$ cat src/rtl/audreq_pkg.sv
package audreq_pkg;

    localparam int CH_W = 2;

    typedef enum logic {
        TXH_EMPTY = 1'b0,
        TXH_FULL  = 1'b1
    } txh_state_e;

    typedef enum logic {
        RXH_IDLE   = 1'b0,
        RXH_UNREAD = 1'b1
    } rxh_state_e;

endpackage

$ cat src/rtl/audreq_chan_ctr.sv
module audreq_chan_ctr
    import audreq_pkg::*;
#(
    parameter int NUM_CH = 4
) (
    input  logic            clk,
    input  logic            rst_n,
    input  logic            clr,
    input  logic            adv,
    output logic [CH_W-1:0] count
);

    localparam logic [CH_W-1:0] LAST = CH_W'(NUM_CH - 1);

    generate
        if (NUM_CH <= 1) begin : g_single
            assign count = '0;
        end else begin : g_multi
            logic [CH_W-1:0] cnt_q;

            always_ff @(posedge clk) begin
                if (!rst_n || clr) begin
                    cnt_q <= '0;
                end else if (adv) begin
                    cnt_q <= (cnt_q == LAST) ? '0 : cnt_q + 1'b1;
                end
            end

            assign count = cnt_q;
        end
    endgenerate

endmodule

$ cat src/rtl/audreq_tx_hold.sv
module audreq_tx_hold
    import audreq_pkg::*;
#(
    parameter int DATA_W = 16
) (
    input  logic              clk,
    input  logic              rst_n,
    input  logic              clr,
    input  logic              en,
    input  logic              wr,
    input  logic [DATA_W-1:0] wdata,
    input  logic              load,
    output logic              req,
    output logic [DATA_W-1:0] shift_word,
    output logic              underflow
);

    txh_state_e        state_q, state_nx;
    logic              wr_go, load_go;
    logic [DATA_W-1:0] hold_q, shift_q;
    logic              unf_q;

    assign wr_go   = en && wr;
    assign load_go = en && load;

    // state register
    always_ff @(posedge clk) begin
        if (!rst_n) begin
            state_q <= TXH_EMPTY;
        end else begin
            state_q <= state_nx;
        end
    end

    // transitions: tx_fill, tx_drain, tx_clear, tx_starve
    always_comb begin
        state_nx = state_q;
        if (clr) begin
            state_nx = TXH_EMPTY;
        end else begin
            unique case (state_q)
                TXH_EMPTY: if (wr_go)              state_nx = TXH_FULL;
                TXH_FULL:  if (load_go && !wr_go)  state_nx = TXH_EMPTY;
                default:                           state_nx = TXH_EMPTY;
            endcase
        end
    end

    // datapath and sticky flag
    always_ff @(posedge clk) begin
        if (!rst_n) begin
            hold_q  <= '0;
            shift_q <= '0;
            unf_q   <= 1'b0;
        end else begin
            if (wr_go) begin
                hold_q <= wdata;
            end
            if (load_go && state_q == TXH_FULL) begin
                shift_q <= hold_q;
            end
            if (clr) begin
                unf_q <= 1'b0;
            end else if (load_go && state_q == TXH_EMPTY) begin
                unf_q <= 1'b1;
            end
        end
    end

    // outputs
    always_comb begin
        req        = (state_q == TXH_EMPTY);
        shift_word = shift_q;
        underflow  = unf_q;
    end

endmodule

$ cat src/rtl/audreq_rx_hold.sv
module audreq_rx_hold
    import audreq_pkg::*;
#(
    parameter int DATA_W = 16
) (
    input  logic              clk,
    input  logic              rst_n,
    input  logic              clr,
    input  logic              en,
    input  logic              unload,
    input  logic [DATA_W-1:0] word,
    input  logic [CH_W-1:0]   ch_in,
    input  logic              rd,
    output logic              req,
    output logic [DATA_W-1:0] rdata,
    output logic [CH_W-1:0]   tag,
    output logic              overflow
);

    rxh_state_e        state_q, state_nx;
    logic              unload_go, rd_go;
    logic [DATA_W-1:0] hold_q;
    logic [CH_W-1:0]   tag_q;
    logic              ovf_q;

    assign unload_go = en && unload;
    assign rd_go     = en && rd;

    // state register
    always_ff @(posedge clk) begin
        if (!rst_n) begin
            state_q <= RXH_IDLE;
        end else begin
            state_q <= state_nx;
        end
    end

    // transitions: rx_capture, rx_consume, rx_clear, rx_clobber
    always_comb begin
        state_nx = state_q;
        if (clr) begin
            state_nx = RXH_IDLE;
        end else begin
            unique case (state_q)
                RXH_IDLE:   if (unload_go)              state_nx = RXH_UNREAD;
                RXH_UNREAD: if (rd_go && !unload_go)    state_nx = RXH_IDLE;
                default:                                state_nx = RXH_IDLE;
            endcase
        end
    end

    // datapath, channel tag and sticky flag
    always_ff @(posedge clk) begin
        if (!rst_n) begin
            hold_q <= '0;
            tag_q  <= '0;
            ovf_q  <= 1'b0;
        end else begin
            if (unload_go) begin
                hold_q <= word;
            end
            if (clr) begin
                tag_q <= '0;
            end else if (unload_go) begin
                tag_q <= ch_in;
            end
            if (clr) begin
                ovf_q <= 1'b0;
            end else if (unload_go && state_q == RXH_UNREAD && !rd_go) begin
                ovf_q <= 1'b1;
            end
        end
    end

    // outputs
    always_comb begin
        req      = (state_q == RXH_UNREAD);
        rdata    = hold_q;
        tag      = tag_q;
        overflow = ovf_q;
    end

endmodule

$ cat src/rtl/audreq_status.sv
module audreq_status
    import audreq_pkg::*;
#(
    parameter int DATA_W = 16,
    parameter int NUM_CH = 4
) (
    input  logic              clk,
    input  logic              rst_n,
    input  logic              mode_tx,
    input  logic              irq_en,
    input  logic              cpu_wr_tx,
    input  logic [DATA_W-1:0] cpu_wdata,
    input  logic              cpu_rd_rx,
    output logic [DATA_W-1:0] cpu_rdata,
    input  logic              ser_load,
    output logic [DATA_W-1:0] ser_tx_word,
    input  logic              ser_unload,
    input  logic [DATA_W-1:0] ser_rx_word,
    output logic              dreq,
    output logic              irq,
    output logic [1:0]        chan,
    output logic              tx_underflow,
    output logic              rx_overflow
);

    logic            mode_q;
    logic            mode_sw;
    logic            tx_en, rx_en;
    logic            adv;
    logic [CH_W-1:0] ctr;
    logic [CH_W-1:0] rx_tag;
    logic            tx_req, rx_req;

    always_ff @(posedge clk) begin
        if (!rst_n) begin
            mode_q <= 1'b0;
        end else begin
            mode_q <= mode_tx;
        end
    end

    assign mode_sw = (mode_tx != mode_q);
    assign tx_en   = mode_q && !mode_sw;
    assign rx_en   = !mode_q && !mode_sw;
    assign adv     = (tx_en && ser_load) || (rx_en && ser_unload);

    audreq_chan_ctr #(.NUM_CH(NUM_CH)) u_ctr (
        .clk   (clk),
        .rst_n (rst_n),
        .clr   (mode_sw),
        .adv   (adv),
        .count (ctr)
    );

    audreq_tx_hold #(.DATA_W(DATA_W)) u_tx (
        .clk        (clk),
        .rst_n      (rst_n),
        .clr        (mode_sw),
        .en         (tx_en),
        .wr         (cpu_wr_tx),
        .wdata      (cpu_wdata),
        .load       (ser_load),
        .req        (tx_req),
        .shift_word (ser_tx_word),
        .underflow  (tx_underflow)
    );

    audreq_rx_hold #(.DATA_W(DATA_W)) u_rx (
        .clk      (clk),
        .rst_n    (rst_n),
        .clr      (mode_sw),
        .en       (rx_en),
        .unload   (ser_unload),
        .word     (ser_rx_word),
        .ch_in    (ctr),
        .rd       (cpu_rd_rx),
        .req      (rx_req),
        .rdata    (cpu_rdata),
        .tag      (rx_tag),
        .overflow (rx_overflow)
    );

    always_comb begin
        dreq = mode_q ? tx_req : rx_req;
        irq  = dreq && irq_en;
        chan = mode_q ? ctr : rx_tag;
    end

endmodule

$ cat config.mk
export PLATFORM = sky130hd
export DESIGN_NAME = audreq_status
export DESIGN_NICKNAME = d
export VERILOG_FILES = /design/src/rtl/audreq_pkg.sv /design/src/rtl/audreq_chan_ctr.sv /design/src/rtl/audreq_tx_hold.sv /design/src/rtl/audreq_rx_hold.sv /design/src/rtl/audreq_status.sv
export SDC_FILE = /design/constraint.sdc
export NUM_CORES = 1
export LEC_CHECK = 0
export ABC_AREA = 1
export BUFFER_PORTS_ARGS = -buffer_cell sky130_fd_sc_hd__buf_4
export CAP_MARGIN = 5
export CELL_PAD_IN_SITES_DETAIL_PLACEMENT = 1
export CELL_PAD_IN_SITES_GLOBAL_PLACEMENT = 1
export CORE_MARGIN = 2
export CORE_UTILIZATION = 36
export CTS_CLUSTER_SIZE = 28
export DETAILED_ROUTE_END_ITERATION = 8
export PLACE_DENSITY = 0.84
export SETUP_SLACK_MARGIN = 0.02
export SLEW_MARGIN = 20
export SYNTH_ARGS = -nofsm -noshare
export SYNTH_HDL_FRONTEND = slang
export SYNTH_SLANG_ARGS = --single-unit
$ cat constraint.sdc
create_clock -name clk -period 3.29 [get_ports clk]
set_input_delay 0.1645 -clock clk [delete_from_list [all_inputs] [get_ports clk]]
set_output_delay 0.1645 -clock clk [all_outputs]
set_load 0.02 [all_outputs]
==> impl_metrics.env, run 1 <==
export IMPL_data_arrival_critical_path_ps=1880
export IMPL_postCtsSetupRepairBufs=0
export IMPL_critical_path_startpoint_type="register"
export IMPL_design_final_nets=418
export IMPL_vias_in_the_first_global_route=2046
export IMPL_cts_tree="done"
export IMPL_cts_repair_resize_count=0
export IMPL_post_dp_hpwl_um=3792
export IMPL_final_hold_violation_count=0
export IMPL_flow_area_growth_from_synthesis_pct=37.81
export IMPL_postSynthRegisterBits=57
export IMPL_clockBufferDepth=2
export IMPL_timing_setup_tns_ps=0
export IMPL_power_ir_vdd_worst_uv=301.5
export IMPL_grt_overflow=0
export IMPL_detailed_route_vias_per_instance=4.569
export IMPL_io_buffers=77
export IMPL_final_antenna_net_count=0
export IMPL_detail_route_drc_violations=0
export IMPL_synth_yosys_seq_area_share=0.5232
export IMPL_syn_avg_cell_area_sq_um=7.269
export IMPL_drt_iter0_drc=75
export IMPL_cp_peak_stage_delay_ps=520
export IMPL_syn_nets=343
export IMPL_wl_per_cell_um=12.35
export IMPL_critPathMostFrequentCell="nor2_1"
export IMPL_globalRouteTotalUtil=0.1814
export IMPL_number_of_buffers_inserted_during_clock_tree_synthesis=9
export IMPL_timing_setup_critical_path_class="reg2reg"
export IMPL_synth_warning_count=0
export IMPL_clock_input_transition_at_the_sequential_cells_of_the_worst_setup_and_hold_paths_ps=70
export IMPL_top_level_ports=78
export IMPL_slew_of_the_pin_with_the_lowest_slew_margin_ps=639.3
export IMPL_finalCritPeriodShare=0.5063
export IMPL_core_area_sq_mm=0.005886
export IMPL_drt_pass1_iter_count=4
export IMPL_worst_slack_ps=1624
export IMPL_timing_critical_path_buf_inv=0
export IMPL_drt_wl_total_um=5618
export IMPL_power_density_mw_per_mm2=538.0
export IMPL_final_setup_skew_ps=6.391
export IMPL_synth_cells=300
export IMPL_crit_path_cell_trace="ha_1 -> nand3_2 -> nor2_1 -> nor2_1"
export IMPL_placement_rows=28
export IMPL_end_kind="register"
export IMPL_first_pass_grt_wire_length_um=9266
export IMPL_cts_htree_levels=3
export IMPL_total_leakage_power_nw=1.513
export IMPL_largest_net_degree_at_the_start_of_global_routing=51
export IMPL_critPathRequiredTime_ps=3500
export IMPL_cts_sinks=57
export IMPL_hold_buffers=0
export IMPL_fp_dieW_um=81.83
export IMPL_final_layout_size_suffix_gt1_frac=0.2605
export IMPL_starting_density_of_the_core=0.3705
export IMPL_finalWorstPathRequiredPeriod_ps=1666
export IMPL_run_status="finished clean"
export IMPL_cts_root_buffer="clkbuf_8"
export IMPL_die_height_um=81.83
export IMPL_globalplace_congestion=0.7684
export IMPL_antenna_found_initial=0
export IMPL_whs_ps=46.56
export IMPL_category_of_cells_accounting_for_the_largest_share_of_critical_path_delay="simple AND/OR/NAND/NOR gates"
export IMPL_syn_area_sq_mm=0.002181
export IMPL_synthDistinctLibCells=19
export IMPL_setup_ws_pre_cts_ps=1613
export IMPL_placement_cell_area_sq_mm=0.002776
export IMPL_design_die_area_sq_mm=0.006696
export IMPL_via_count=2079
export IMPL_max_slew_margin=0.5733
export IMPL_fin_area_sq_mm=0.003005
export IMPL_worstPathMaxFanout=32
export IMPL_crit_path_top_delay_cell="nand3_2"
export IMPL_setup_viol=0
export IMPL_antenna_cells=0
export IMPL_max_clock_freq_mhz=600.4
export IMPL_hp_class="in2reg"
export IMPL_drv_slew=0
export IMPL_rsz0062_at_grt="no"
export IMPL_max_cap_viol_count=0
export IMPL_worst_skew_pair_late_latency_ps=320
-- registers in the layout (all words and copies together), names as in the netlist --
register,cells
mode_q,1
u_ctr.count,2
u_rx.overflow,1
u_rx.rdata,16
u_rx.req,1
u_rx.tag,2
u_tx.hold_q,16
u_tx.shift_word,16
u_tx.state_q,1
u_tx.underflow,1
-- tightest hold or removal path, delay by kind of cell --
family,cells,cell delay (ps)
AND/OR/NAND/NOR,1,40
buffers and inverters,2,130
-- final cells by class --
cell class / instances / area [sq um]
Inverter: 27 / 101.3
Fill cell: 742 / 2880
Sequential cell: 57 / 1141
Tap cell: 75 / 93.84
Clock buffer: 11 / 151.4
Clock inverter: 5 / 77.57
Multi-Input combinational cell: 203 / 862.1
Timing Repair Buffer: 77 / 578.1
-- cells in the final DEF (no fill, tap or decap) --
master / count
nor2_1: 107
buf_4: 77
dfxtp_1: 57
nand2_1: 46
o21ai_0: 31
inv_1: 25
clkbuf_8: 11
a21oi_1: 5
o21ai_1: 4
ha_1: 3
nand2_2: 2
inv_2: 2
nand3b_1: 2
bufinv_16: 2
clkinv_2: 2
nor2_2: 1
nand3_2: 1
nand4_1: 1
clkinvlp_4: 1
-- metrics by stage --
stage               cells    util  total power, W
detailed placement    439  0.4717       0.0008959
CTS                   455  0.5106        0.001639
finish                455  0.5106        0.001617
global route          455  0.5106        0.001695
floorplan             300       -       0.0008215
global placement      439  0.4717       0.0008914
-- logic make-up after synthesis --
kind of cell | after synthesis | synth area share
AND/OR/NAND/NOR | 160 | 0.2863
flip-flops | 57 | 0.5232
AO/OA/AOI/OAI | 40 | 0.09179
buffers and inverters | 40 | 0.08147
adder cells (fa/ha/maj) | 3 | 0.01721
-- metal layers --
layer	track usage	routed length, um
met5	0	0
met4	0.06667	43
met3	0.05165	323
met2	0.2951	2711
met1	0.2283	2540
-- report_power, final --
part,internal [W],switching (W)
sequential,0.000714,0.0000138
clock,0.000465,0.000272
combinational,0.0000709,0.0000818
total,0.00125,0.000367
-- cells in the mapped netlist, drive strengths merged --
cell      n  area (sq um)
nand3b    2         15.01
o21ai    35         175.2
clkbuf    4         16.26
buf       9         60.06
ha        3         37.54
nand3     1         10.01
nand4     1         6.260
nor2    108         407.9
inv      27         101.4
nand2    48         185.2
a21oi     5         25.02
dfxtp    57          1141
-- path summary, 6_finish.rpt --
check,from,endpoint,slack [ps],cells past startpoint
setup reg to reg,mode_q,u_tx.shift_word[3],1620,4
setup / recovery,mode_q,u_tx.shift_word[3],1620,4
hold reg to reg,u_rx.overflow,u_rx.overflow,460,2
hold / removal,mode_tx,mode_q,50,3
Note: power is estimated with default switching activity, not from simulation.
==> inputs of run 2 (changes only) <==
CORE_UTILIZATION = 30   (was 36)
PLACE_DENSITY = 0.74   (was 0.84)
clock period = 1.4 ns   (was 3.29 ns; I/O delays follow)
==> impl_metrics.env, run 2 (same netlist as run 1, synthesis figures left out) <==
export IMPL_die_height_um=89.26
export IMPL_placement_rows=31
export IMPL_final_setup_skew_ps=7.289
export IMPL_power_density_mw_per_mm2=1175
export IMPL_critical_path_startpoint_type="register"
export IMPL_worstPathMaxFanout=12
export IMPL_antenna_found_initial=0
export IMPL_setup_ws_pre_cts_ps=32.24
export IMPL_cts_htree_levels=3
export IMPL_design_die_area_sq_mm=0.007967
export IMPL_run_status="finished clean"
export IMPL_swShare=0.2238
export IMPL_wl_per_cell_um=11.91
export IMPL_total_leakage_power_nw=1.645
export IMPL_rsz0062_at_grt="no"
export IMPL_area_sequential_sq_mm=0.001142
export IMPL_drt_iter0_drc=49
export IMPL_clockPowerShare=0.453
export IMPL_design_final_nets=444
export IMPL_drv_slew=0
export IMPL_cts_sinks=57
export IMPL_largest_net_degree_at_the_start_of_global_routing=50
export IMPL_cts_tree="done"
export IMPL_final_hold_violation_count=0
export IMPL_end_kind="register"
export IMPL_commonest_non_fill_non_tap_cell_in_the_layout="nor2_1"
export IMPL_final_core_utilization=0.4665
export IMPL_worst_skew_pair_late_latency_ps=330
export IMPL_top_level_ports=78
export IMPL_data_arrival_critical_path_ps=1500
export IMPL_io_buffers=77
export IMPL_power_internal_w=0.003036
export IMPL_clockBufferDepth=2
export IMPL_vias_in_the_first_global_route=2157
export IMPL_worst_slack_ps=118.0
export IMPL_setup_viol=0
export IMPL_drt_wl_total_um=6005
export IMPL_drt_pass1_iter_count=3
export IMPL_finalCritPeriodShare=0.9157
export IMPL_flow_area_growth_from_synthesis_pct=52.67
export IMPL_antenna_cells=0
export IMPL_slew_of_the_pin_with_the_lowest_slew_margin_ps=226.7
export IMPL_max_cap_viol_count=0
export IMPL_core_area_sq_mm=0.007137
export IMPL_timing_setup_critical_path_class="reg2reg"
export IMPL_critPathRequiredTime_ps=1620
export IMPL_first_pass_grt_wire_length_um=9784
export IMPL_final_antenna_net_count=0
export IMPL_max_clock_freq_mhz=780.0
export IMPL_clock_input_transition_at_the_sequential_cells_of_the_worst_setup_and_hold_paths_ps=60
export IMPL_grt_overflow=0
export IMPL_number_of_buffers_inserted_during_clock_tree_synthesis=9
export IMPL_via_count=2144
export IMPL_seq_power_share=0.438
export IMPL_netSwitchingPower_w=0.0008752
export IMPL_comb_power_share=0.109
export IMPL_power_ir_vdd_worst_uv=519.3
export IMPL_cts_root_buffer="clkbuf_8"
export IMPL_timing_setup_tns_ps=0
export IMPL_globalplace_congestion=0.6746
export IMPL_nFillCells=930
export IMPL_globalRouteTotalUtil=0.1611
export IMPL_multi_input_comb_area_sq_um=869.6
export IMPL_fp_dieW_um=89.26
export IMPL_hp_class="in2reg"
export IMPL_max_slew_margin=0.8485
export IMPL_detailed_route_vias_per_instance=4.254
export IMPL_most_common_layout_cells="nor2_1 (107), buf_4 (81), dfxtp_1 (56)"
export IMPL_final_layout_size_suffix_gt1_frac=0.2617
export IMPL_starting_density_of_the_core=0.3056
export IMPL_finalWorstPathRequiredPeriod_ps=1282
export IMPL_detail_route_drc_violations=0
export IMPL_post_dp_hpwl_um=4126
## run 2: cell types whose count changed in the layout (fill, tap and decap cells not counted), sizes merged
cell         delta
clkinvlp        -1
clkinv          -2
clkbuf          +2
dlygate4sd3    +19
buf             +7
## run 2: worst paths after layout
check / start / end / slack [ps] / cells past startpoint
hold reg to reg: u_rx.overflow / u_rx.overflow / 460 / 2
hold / removal: ser_rx_word[5] / u_rx.rdata[5] / 4 / 3
setup / recovery: mode_q / u_rx.rdata[3] / 120 / 6
setup reg to reg: mode_q / u_rx.rdata[3] / 120 / 6
## run 2: metrics by stage
step	std cells	area (sq um)	power, W	hold WS, ps
after floorplan	300	2181	0.001931	163.5
after detailed placement	470	2897	0.002131	300.1
after CTS	504	3316	0.003960	0.8015
after global placement	470	2897	0.002120	290.0
final	504	3329	0.003911	3.853
after global routing	504	3329	0.004092	16.42
## run 2: power by group through the flow
stage	combinational (W)	clock, W	sequential [W]
5_1_grt	0.000473	0.00190	0.00172
6_report	0.000427	0.00177	0.00171
4_1_cts	0.000428	0.00182	0.00171
2_1_floorplan	0.000154	0	0.00178
3_5_place_dp	0.000384	0	0.00175
3_3_place_gp	0.000375	0	0.00174
## run 2: metal layers
layer | vias up | share of wire | GRT usage
met5 | - | 0 | 0
met4 | 0 | 0.019 | 0.07327
met3 | 8 | 0.045 | 0.03139
met2 | 55 | 0.48 | 0.2741
met1 | 967 | 0.46 | 0.1964
li1 | 1114 | - | -
## run 2: repair_timing
action                                 in CTS  in global routing
hold buffers                               19                  0
endpoints found under the hold margin      19                  0
setup buffers                               0                  0
setup endpoints to repair                   2                 41
resized for setup                           1                  9
## run 2: area by class of cell
class	count	share of cell area
sequential	57	0.3431
multi-input combinational	203	0.2612
timing repair buffer	103	0.2578
clock buffer	13	0.05073
tap	99	0.03720
inverter	27	0.03194
clock inverter	2	0.01804
## run 2: worst max-delay path, stage by stage, from the launching register on
cell and delay [ps]:
dfxtp_2 340, inv_1 90, ha_2 220, nand2_4 100
buf_4 180, o21ai_0 180, nor2_1 60
